$ cat config.mk
export PLATFORM = sky130hd
export DESIGN_NAME = dop_core
export DESIGN_NICKNAME = d
export VERILOG_FILES = /design/src/rtl/dop_pkg.sv /design/src/rtl/dop_delay.sv /design/src/rtl/dop_route.sv /design/src/rtl/dop_unit.sv /design/src/rtl/dop_core.sv
export SDC_FILE = /design/constraint.sdc
export NUM_CORES = 1
export LEC_CHECK = 0
export ABC_AREA = 1
export BUFFER_PORTS_ARGS = -buffer_cell sky130_fd_sc_hd__buf_2
export CAP_MARGIN = 25
export CORE_MARGIN = 2
export CORE_UTILIZATION = 25
export CTS_CLUSTER_DIAMETER = 100
export DETAILED_ROUTE_END_ITERATION = 10
export PLACE_DENSITY_LB_ADDON = 0.12
export SYNTH_ARGS = -nofsm -noshare
export SYNTH_HDL_FRONTEND = slang
export SYNTH_SLANG_ARGS = --single-unit
$ cat constraint.sdc
create_clock -name clk -period 20.8 [get_ports clk]
set_input_delay 6.24 -clock clk [delete_from_list [all_inputs] [get_ports clk]]
set_output_delay 6.24 -clock clk [all_outputs]
set_load 0.05 [all_outputs]
$ cat src/rtl/dop_pkg.sv
package dop_pkg;
  localparam int NLANES = 4;
  localparam int IDW    = 3;
  localparam logic [IDW-1:0] ID_CHAIN = '0;

  typedef enum logic [1:0] {
    OP_ADD = 2'd0,
    OP_SUB = 2'd1,
    OP_MUL = 2'd2,
    OP_BAD = 2'd3
  } op_e;

  function automatic logic id_out_of_range(input logic [IDW-1:0] id);
    return id > IDW'(NLANES);
  endfunction
endpackage

$ cat src/rtl/dop_delay.sv
module dop_delay #(
  parameter int W     = 16,
  parameter int DEPTH = 2
) (
  input  logic         clk,
  input  logic         rst,
  input  logic         en,
  input  logic [W-1:0] d,
  output logic [W-1:0] q
);
  logic [W-1:0] st [DEPTH];

  always_ff @(posedge clk) begin
    if (rst) begin
      for (int i = 0; i < DEPTH; i++) st[i] <= '0;
    end else if (en) begin
      st[0] <= d;
      for (int i = 1; i < DEPTH; i++) st[i] <= st[i-1];
    end
  end

  assign q = st[DEPTH-1];


  hold_on_stall_chk: assert property (@(posedge clk) disable iff (rst)
    !en |=> $stable(q));
endmodule

$ cat src/rtl/dop_route.sv
module dop_route
  import dop_pkg::*;
#(
  parameter int W = 16
) (
  input  logic [NLANES*W-1:0] lanes_i,
  input  logic [IDW-1:0]      id_i,
  output logic [W-1:0]        val_o
);
  always_comb begin
    val_o = '0;
    for (int k = 0; k < NLANES; k++)
      if (id_i == IDW'(k + 1)) val_o = lanes_i[k*W +: W];
  end
endmodule

$ cat src/rtl/dop_unit.sv
module dop_unit
  import dop_pkg::*;
#(
  parameter int W   = 16,
  parameter int LAT = 2
) (
  input  logic         clk,
  input  logic         rst,
  input  logic         en,
  input  logic [1:0]   op_i,
  input  logic [W-1:0] a_i,
  input  logic [W-1:0] b_i,
  output logic [W-1:0] r_o
);
  logic [W-1:0] f;

  always_comb begin
    case (op_e'(op_i))
      OP_ADD:  f = a_i + b_i;
      OP_SUB:  f = a_i - b_i;
      OP_MUL:  f = a_i * b_i;
      default: f = '0;
    endcase
  end

  dop_delay #(.W(W), .DEPTH(LAT)) u_pipe (
    .clk(clk), .rst(rst), .en(en), .d(f), .q(r_o)
  );
endmodule

$ cat src/rtl/dop_core.sv
module dop_core
  import dop_pkg::*;
#(
  parameter int W    = 16,
  parameter int LAT1 = 3,
  parameter int LAT2 = 2
) (
  input  logic                clk,
  input  logic                rst,
  input  logic                in_valid,
  output logic                in_ready,
  input  logic [NLANES*W-1:0] lanes_in,
  input  logic [IDW-1:0]      op1_a_src,
  input  logic [IDW-1:0]      op1_b_src,
  input  logic [IDW-1:0]      op2_a_src,
  input  logic [IDW-1:0]      op2_b_src,
  input  logic [1:0]          op1_sel,
  input  logic [1:0]          op2_sel,
  input  logic                single_mode,
  output logic                out_valid,
  input  logic                out_ready,
  output logic [W-1:0]        out_data,
  output logic                cfg_err
);
  localparam int TOT   = LAT1 + LAT2;
  localparam int NPORT = 4;

  logic [IDW-1:0] src [NPORT];
  logic [W-1:0]   port_val [NPORT];
  logic           err_d, err1, err2, adv, fire, tail_v;
  logic [W-1:0]   r1, r1d, r2, l2a, l2b, op2a, op2b;
  logic           ov_q, err_q;
  logic [W-1:0]   od_q;

  assign src[0] = op1_a_src;
  assign src[1] = op1_b_src;
  assign src[2] = op2_a_src;
  assign src[3] = op2_b_src;

  // configuration check: operation I may never take the chained ID
  assign err1  = id_out_of_range(op1_a_src) | id_out_of_range(op1_b_src) |
                 (op1_a_src == ID_CHAIN) | (op1_b_src == ID_CHAIN) |
                 (op_e'(op1_sel) == OP_BAD);
  assign err2  = id_out_of_range(op2_a_src) | id_out_of_range(op2_b_src) |
                 (op_e'(op2_sel) == OP_BAD);
  assign err_d = err1 | (!single_mode & err2);

  assign adv      = !ov_q | out_ready;
  assign in_ready = adv;
  assign fire     = in_valid & adv;

  genvar p;
  generate
    for (p = 0; p < NPORT; p++) begin : g_route
      dop_route #(.W(W)) u_rt (
        .lanes_i(lanes_in), .id_i(src[p]), .val_o(port_val[p])
      );
    end
  endgenerate

  dop_unit #(.W(W), .LAT(LAT1)) u_op1 (
    .clk(clk), .rst(rst), .en(adv), .op_i(op1_sel),
    .a_i(port_val[0]), .b_i(port_val[1]), .r_o(r1)
  );

  // lane operands of operation II wait out operation I's depth
  dop_delay #(.W(2*W), .DEPTH(LAT1)) u_align2 (
    .clk(clk), .rst(rst), .en(adv),
    .d({port_val[2], port_val[3]}), .q({l2a, l2b})
  );

  assign op2a = (op2_a_src == ID_CHAIN) ? r1 : l2a;
  assign op2b = (op2_b_src == ID_CHAIN) ? r1 : l2b;

  dop_unit #(.W(W), .LAT(LAT2)) u_op2 (
    .clk(clk), .rst(rst), .en(adv), .op_i(op2_sel),
    .a_i(op2a), .b_i(op2b), .r_o(r2)
  );

  // single-operation path padded to the same total depth
  dop_delay #(.W(W), .DEPTH(LAT2)) u_pad1 (
    .clk(clk), .rst(rst), .en(adv), .d(r1), .q(r1d)
  );

  dop_delay #(.W(1), .DEPTH(TOT)) u_vld (
    .clk(clk), .rst(rst), .en(adv), .d(fire), .q(tail_v)
  );

  always_ff @(posedge clk) begin
    if (rst) begin
      ov_q  <= 1'b0;
      od_q  <= '0;
      err_q <= 1'b0;
    end else begin
      err_q <= err_d;
      if (err_d) begin
        ov_q <= 1'b0;
      end else if (adv) begin
        ov_q <= tail_v;
        od_q <= single_mode ? r1d : r2;
      end
    end
  end

  assign out_valid = ov_q;
  assign out_data  = od_q;
  assign cfg_err   = err_q;


  err_blocks_valid_chk: assert property (@(posedge clk) disable iff (rst)
    cfg_err |-> !out_valid);


  out_hold_chk: assert property (@(posedge clk) disable iff (rst)
    out_valid && !out_ready |=> (out_valid && $stable(out_data)) || cfg_err);


  op1_chain_illegal_chk: assert property (@(posedge clk) disable iff (rst)
    (op1_a_src == ID_CHAIN || op1_b_src == ID_CHAIN) |=> cfg_err);


  reset_state_chk: assert property (@(posedge clk)
    rst |=> !out_valid && !cfg_err);
endmodule

==> Word level (Yosys, flattened, before mapping) <==
Memories as Yosys holds them, arrays and structs flattened. A register that Yosys moved wholly into a read port is not among the register bits.
Cells that the tools add are included.
Widths: inputs -> output; s select.
{ "totals": {"register_bits": 17, "mem_bits_rw": 213, "in_bits": 85, "output_inout_bits": 19, "word_cells": 116, "n_memories": 5} }
{ "mem_list": {"columns": ["memory", "words", "width", "rd", "rd_ports_with_merged_regs", "wr", "line_no", "source"], "rows": [
  ["u_align2.st", 3, 32, 3, 0, 3, "dop_delay.sv:11", "logic [W-1:0] st [DEPTH];"],
  ["u_op1.u_pipe.st", 3, 16, 3, 0, 3, "dop_delay.sv:11", null],
  ["u_op2.u_pipe.st", 2, 16, 2, 0, 2, "dop_delay.sv:11", null],
  ["u_pad1.st", 2, 16, 2, 0, 2, "dop_delay.sv:11", null],
  ["u_vld.st", 5, 1, 5, 1, 5, "dop_delay.sv:11", null]
]} }
{ "classes": {"add_sub_neg": 4, "multipliers": 2, "n_lt_le_gt_ge": 4, "eq_ne": 22, "n_mux": 41, "bitwise": 26, "reduce_logical": 10} }
{ "op_table": {"columns": ["op", "count"], "rows": [
  ["$mux 16", 26],
  ["$mux 32", 3],
  ["$pmux 16 s3", 2],
  ["$add 16x16->16", 2],
  ["$mul 16x16->16", 2],
  ["$sub 16x16->16", 2],
  ["$eq 3x2->1 const B", 8],
  ["$or 1x1->1", 23],
  ["$eq 3x1->1 const B", 4],
  ["$eq 3x3->1 const B", 4],
  ["$gt 3x3->1 const B", 4],
  ["$logic_not 3->1", 4],
  ["$mux 1", 10],
  ["$eq 2x2->1 const B", 4],
  ["$eq 2x1->1 const B", 2],
  ["$logic_not 2->1", 2],
  ["$and 1x1->1", 2],
  ["$logic_not 1->1", 2],
  ["$reduce_and 2->1", 1],
  ["$reduce_or 2->1", 1],
  ["$not 1->1", 1]
]} }

==> Longest topological paths before layout <==
{ "depth": {"ltp_word": 8, "ltp_mapped": 36, "ltp_nobuf": 33} }

==> Hierarchy <==
Synthesis repeated with hierarchy kept, for this count alone.
{ "unflattened": {"cells_unflattened": 3206, "area_unflattened_um2": 24742.5} }
{ "by_module_without_submodules": {"columns": ["module", "instances", "cells_each", "area_each_um2", "seq_area_each_um2"], "rows": [
  ["dop_unit at u_op1", 1, 891, 5753.0, 0.0],
  ["dop_unit at u_op2", 1, 888, 5650.4, 0.0],
  ["dop_delay at u_align2", 1, 333, 4056.4, 2882.8],
  ["dop_delay at u_op2.u_pipe ...", 2, 118, 1446.4, 960.9],
  ["dop_route", 4, 105, 659.4, 0.0],
  ["dop_delay at u_op1.u_pipe", 1, 168, 2010.7, 1441.4],
  ["dop_core", 1, 252, 1537.7, 360.3],
  ["dop_delay at u_vld", 1, 18, 203.9, 150.1]
]} }

==> Least setup slack after synthesis <==
No wires, ideal clock.
{ "synth_timing": {"path_kind": "input-to-output", "start": "input port out_ready", "end": "output port in_ready", "arrival_time_ps": 6651, "required_time_ps": 14560, "path_slack_ps": 7909, "cell_stages": 2, "n_path_buf": 0, "cell_sequence": "nor2_1 -> inv_1"} }
{ "synth_between": {"elab_chain_cells": 1} }
{ "synth_rtl": {"columns": ["element", "line_no", "source"], "rows": [
  ["from (decl)", "dop_core.sv:21", "input logic out_ready,"],
  ["$or 1x1->1", "dop_core.sv:48", "assign adv = !ov_q | out_ready;"],
  ["to (decl)", "dop_core.sv:11", "output logic in_ready,"]
]} }
No other way between the ends.

==> Worst setup path after layout <==
Same ends and word-level chain as after synthesis.

==> flow_summary.yaml <==
grt:
  grt-ovfl-total: 0
  grt_pass1_wl_mm: 112
  grt_usage_pct: 16.4
  grt_max_degree: 91
  grt_pass1_vias: 18200
  antenna_found_initial: 2
clock_network:
  cts_setup_buffers: 0
  numCtsBuffers: 27
  worstSkewPairLatency_ns: 0.56
  path_clk_slew_ns: 0.06
  hold_buffers: 0
  clock_sinks: 231
  htreeDepth: 1
  cts_buffer_depth: 3
  cts_tree: "built"
  root_buffer: "clkbuf_16"
  post_cts_resized: 0
routing:
  drc: 0
  wl_per_cell_um: 18.3
  ant_nets: 0
  drt_wl_total_mm: 73.5
  drt_iter0_markers: 1128
  vias: 17900
  vias_per_cell: 4.47
  firstDrtPassIters: 7
critical_path:
  crit_chain: "buf_2 -> nor2_1 -> inv_1 -> buf_2"
  r2r_setup_slack_ns: 14.30
  critPathLaunch: "out_ready"
  worst-path-stages: 4
  crit_type: "in2out"
  max_stage_delay_ns: 0.28
  required_ns: 14.56
  reg2regPathDepth: 25
  cp-endpoint: "in_ready"
  cp_slowest_cell: "nor2_1"
  cp_max_fo: 4
  crit_top_cell: "buf_2"
  end_kind: "output port"
  start_kind: "input pin"
  crit_arrival_ns: 7.00
  r2r_end: "u_op2.u_pipe.st[0][15]"
  critical_path.top_delay_family: "buffers and inverters"
  crit_buf_inv: 3
  timing.rr.start: "u_op1.u_pipe.st[0][36]"
sta:
  rsz0062_at_grt: "no"
  tightest_slew_ns: 0.968
  fin_crit_sh_pct: 63.7
  maxSlewHeadroom_pct: 35.5
  finClkSkew_ns: 0.0305
  tns_ns: 0
  holdWs_ns: 0.537
  drv_slew: 0
  fmax_mhz: 75.5
  setup_violations: 0
  hold_violations: 0
  period_minus_slack_ns: 13.24
  worst_slack_ns: 7.56
synth:
  ys.flop_type: "edfxtp_1"
  yosys.area.top_type: "edfxtp_1"
  ys_warn_count: 0
  synth.distinct_cells: 53
  syn_area_um2: 21600
  yosysTopAreaCellShare_pct: 29.6
  synthArstFlopShare_pct: 0
  ys_ff_latch: 231
  synth_edf_count: 213
  synth_most_common_cell: "nand2_1"
  synthTopCellsByArea: "edfxtp_1 (30%), fa_1 (15%), nand2_1 (11%), inv_1 (11%), ha_1 (7.6%)"
  avgSynthCellArea_um2: 7.76
  syn_inst: 2784
  synthTopCellsByCount: "nand2_1 (657), inv_1 (613), nor2_1 (314), edfxtp_1 (213), fa_1 (162)"
  synth-seq-area-share_pct: 31.3
  syn_nets: 3162
floorplan:
  num_rows: 107
  die_h_um: 298
  core_um2: 85400
  initial_core_util_pct: 25.3
  die_w_um: 298
  dieArea_um2: 88700
  io-pin-count: 104
power:
  p_total_mw: 1.60
  leakagePower_nw: 11.6
  ir_drop_mv: 0.0612
  powerDensity_nw_per_um2: 66.1
place:
  placed_area_um2: 23300
  dpl.hpwl_mm: 56.8
  io_buffers: 103
  dp_cells: 3967
  gp_congestion: 0.882
  pre_cts_ws_ns: 7.56
finish:
  finalNonFillerCells: 4016
  drive_above_1_share_pct: 8.15
  fin_util_pct: 28.3
  area_growth_pct: 11.9
  fin_nets: 3231
  n_antenna_cell: 0
  final_area_um2: 24200
status:
  outcome: "completed"
hold_path:
  hold_path_class: "reg2reg"
job:
  drv_cap: 0
-- layout make-up --
| type | instances | area, um2 |
|---|---|---|
| Timing Repair Buffer | 124 | 693 |
| Multi-Input combinational cell | 1838 | 12100 |
| Fill cell | 9448 | 61200 |
| Inverter | 631 | 2370 |
| Tap cell | 1144 | 1430 |
| Sequential cell | 231 | 6760 |
| Clock inverter | 18 | 154 |
| Clock buffer | 30 | 687 |
-- flip-flops by register name, summed over array words and instances (netlist names) --
| register | count |
|---|---|
| u_pad1.st | 32 |
| u_align2.st | 96 |
| cfg_err | 1 |
| out_valid | 1 |
| u_op2.u_pipe.st | 32 |
| u_vld.st | 5 |
| u_op1.u_pipe.st | 48 |
| out_data | 16 |
-- worst min-delay path by stage --
stage                           startpoint           end  slack [ns]  depth (start not counted)
CTS                 u_op2.u_pipe.st[0][18]   out_data[2]        0.54                          2
detailed placement  u_op2.u_pipe.st[0][18]   out_data[2]        0.53                          2
finish              u_op2.u_pipe.st[0][18]   out_data[2]        0.54                          2
global placement    u_op2.u_pipe.st[0][27]  out_data[11]        0.52                          2
floorplan                      u_vld.st[4]     out_valid        0.49                          2
global route        u_op2.u_pipe.st[0][23]   out_data[7]        0.57                          2
-- where the power goes --
group          switching [mW]  total [mW]  leakage [nW]  internal, mW
logic                   0.396       0.591          8.49         0.195
clock network           0.191       0.454         0.413         0.263
registers              0.0111       0.552          2.73         0.541
-- cell usage in the layout, fill, tap and decap left out, types with 16 or more instances in the layout --
cell type	instances
xor2_1	30
a31oi_1	17
nor3_1	16
a21oi_1	140
fa_1	162
nand3_1	109
xnor2_1	21
buf_2	103
o21ai_0	84
dfxtp_1	18
buf_4	20
clkinv_1	16
ha_1	131
a221oi_1	33
nand2_1	655
edfxtp_1	213
nor2_1	314
clkbuf_16	27
inv_1	613
-- metal layers --
metal / part of all wire (%) / vias up / routed length (um) / GRT usage (%)
met4: 2.2 / 2 / 1600 / 3.39
met3: 3.9 / 92 / 2870 / 1.44
met2: 45 / 450 / 32800 / 26.6
met1: 49 / 8611 / 36200 / 23.9
met5: 0.018 / - / 13 / 0
li1: - / 8792 / - / -
-- worst register-to-register path: stages, from the launching register on --
cell and delay, ns:
edfxtp_1 0.32, inv_1 0.18, o21ai_2 0.58, clkinv_1 0.50, nor2_1 0.28, fa_1 0.41
inv_1 0.08, fa_1 0.40, inv_1 0.08, fa_1 0.42, ha_1 0.31, fa_1 0.50
fa_1 0.42, ha_1 0.36, a21oi_1 0.15, o21ai_0 0.08, o21bai_1 0.22, a21oi_1 0.20
o21bai_1 0.12, nand2_1 0.07, nand2_1 0.06, a21oi_1 0.19, inv_1 0.06, nand3_1 0.09
nand3_1 0.10, a21oi_2 0.15
-- cells by family (layout without fill, tap and decap cells) --
logic type / after synthesis / in the layout / synth area share [%]
and+or+nand+nor: 1160 / 1160 / 21.9
buffers and inverters: 715 / 803 / 12.9
DFF: 231 / 231 / 31.3
adders and majority gates: 293 / 293 / 22.6
xor gates and xnor gates: 52 / 52 / 2.14
AOI/OAI and AO/OA: 333 / 333 / 9.19
Note: power is estimated with default switching activity, not from simulation.
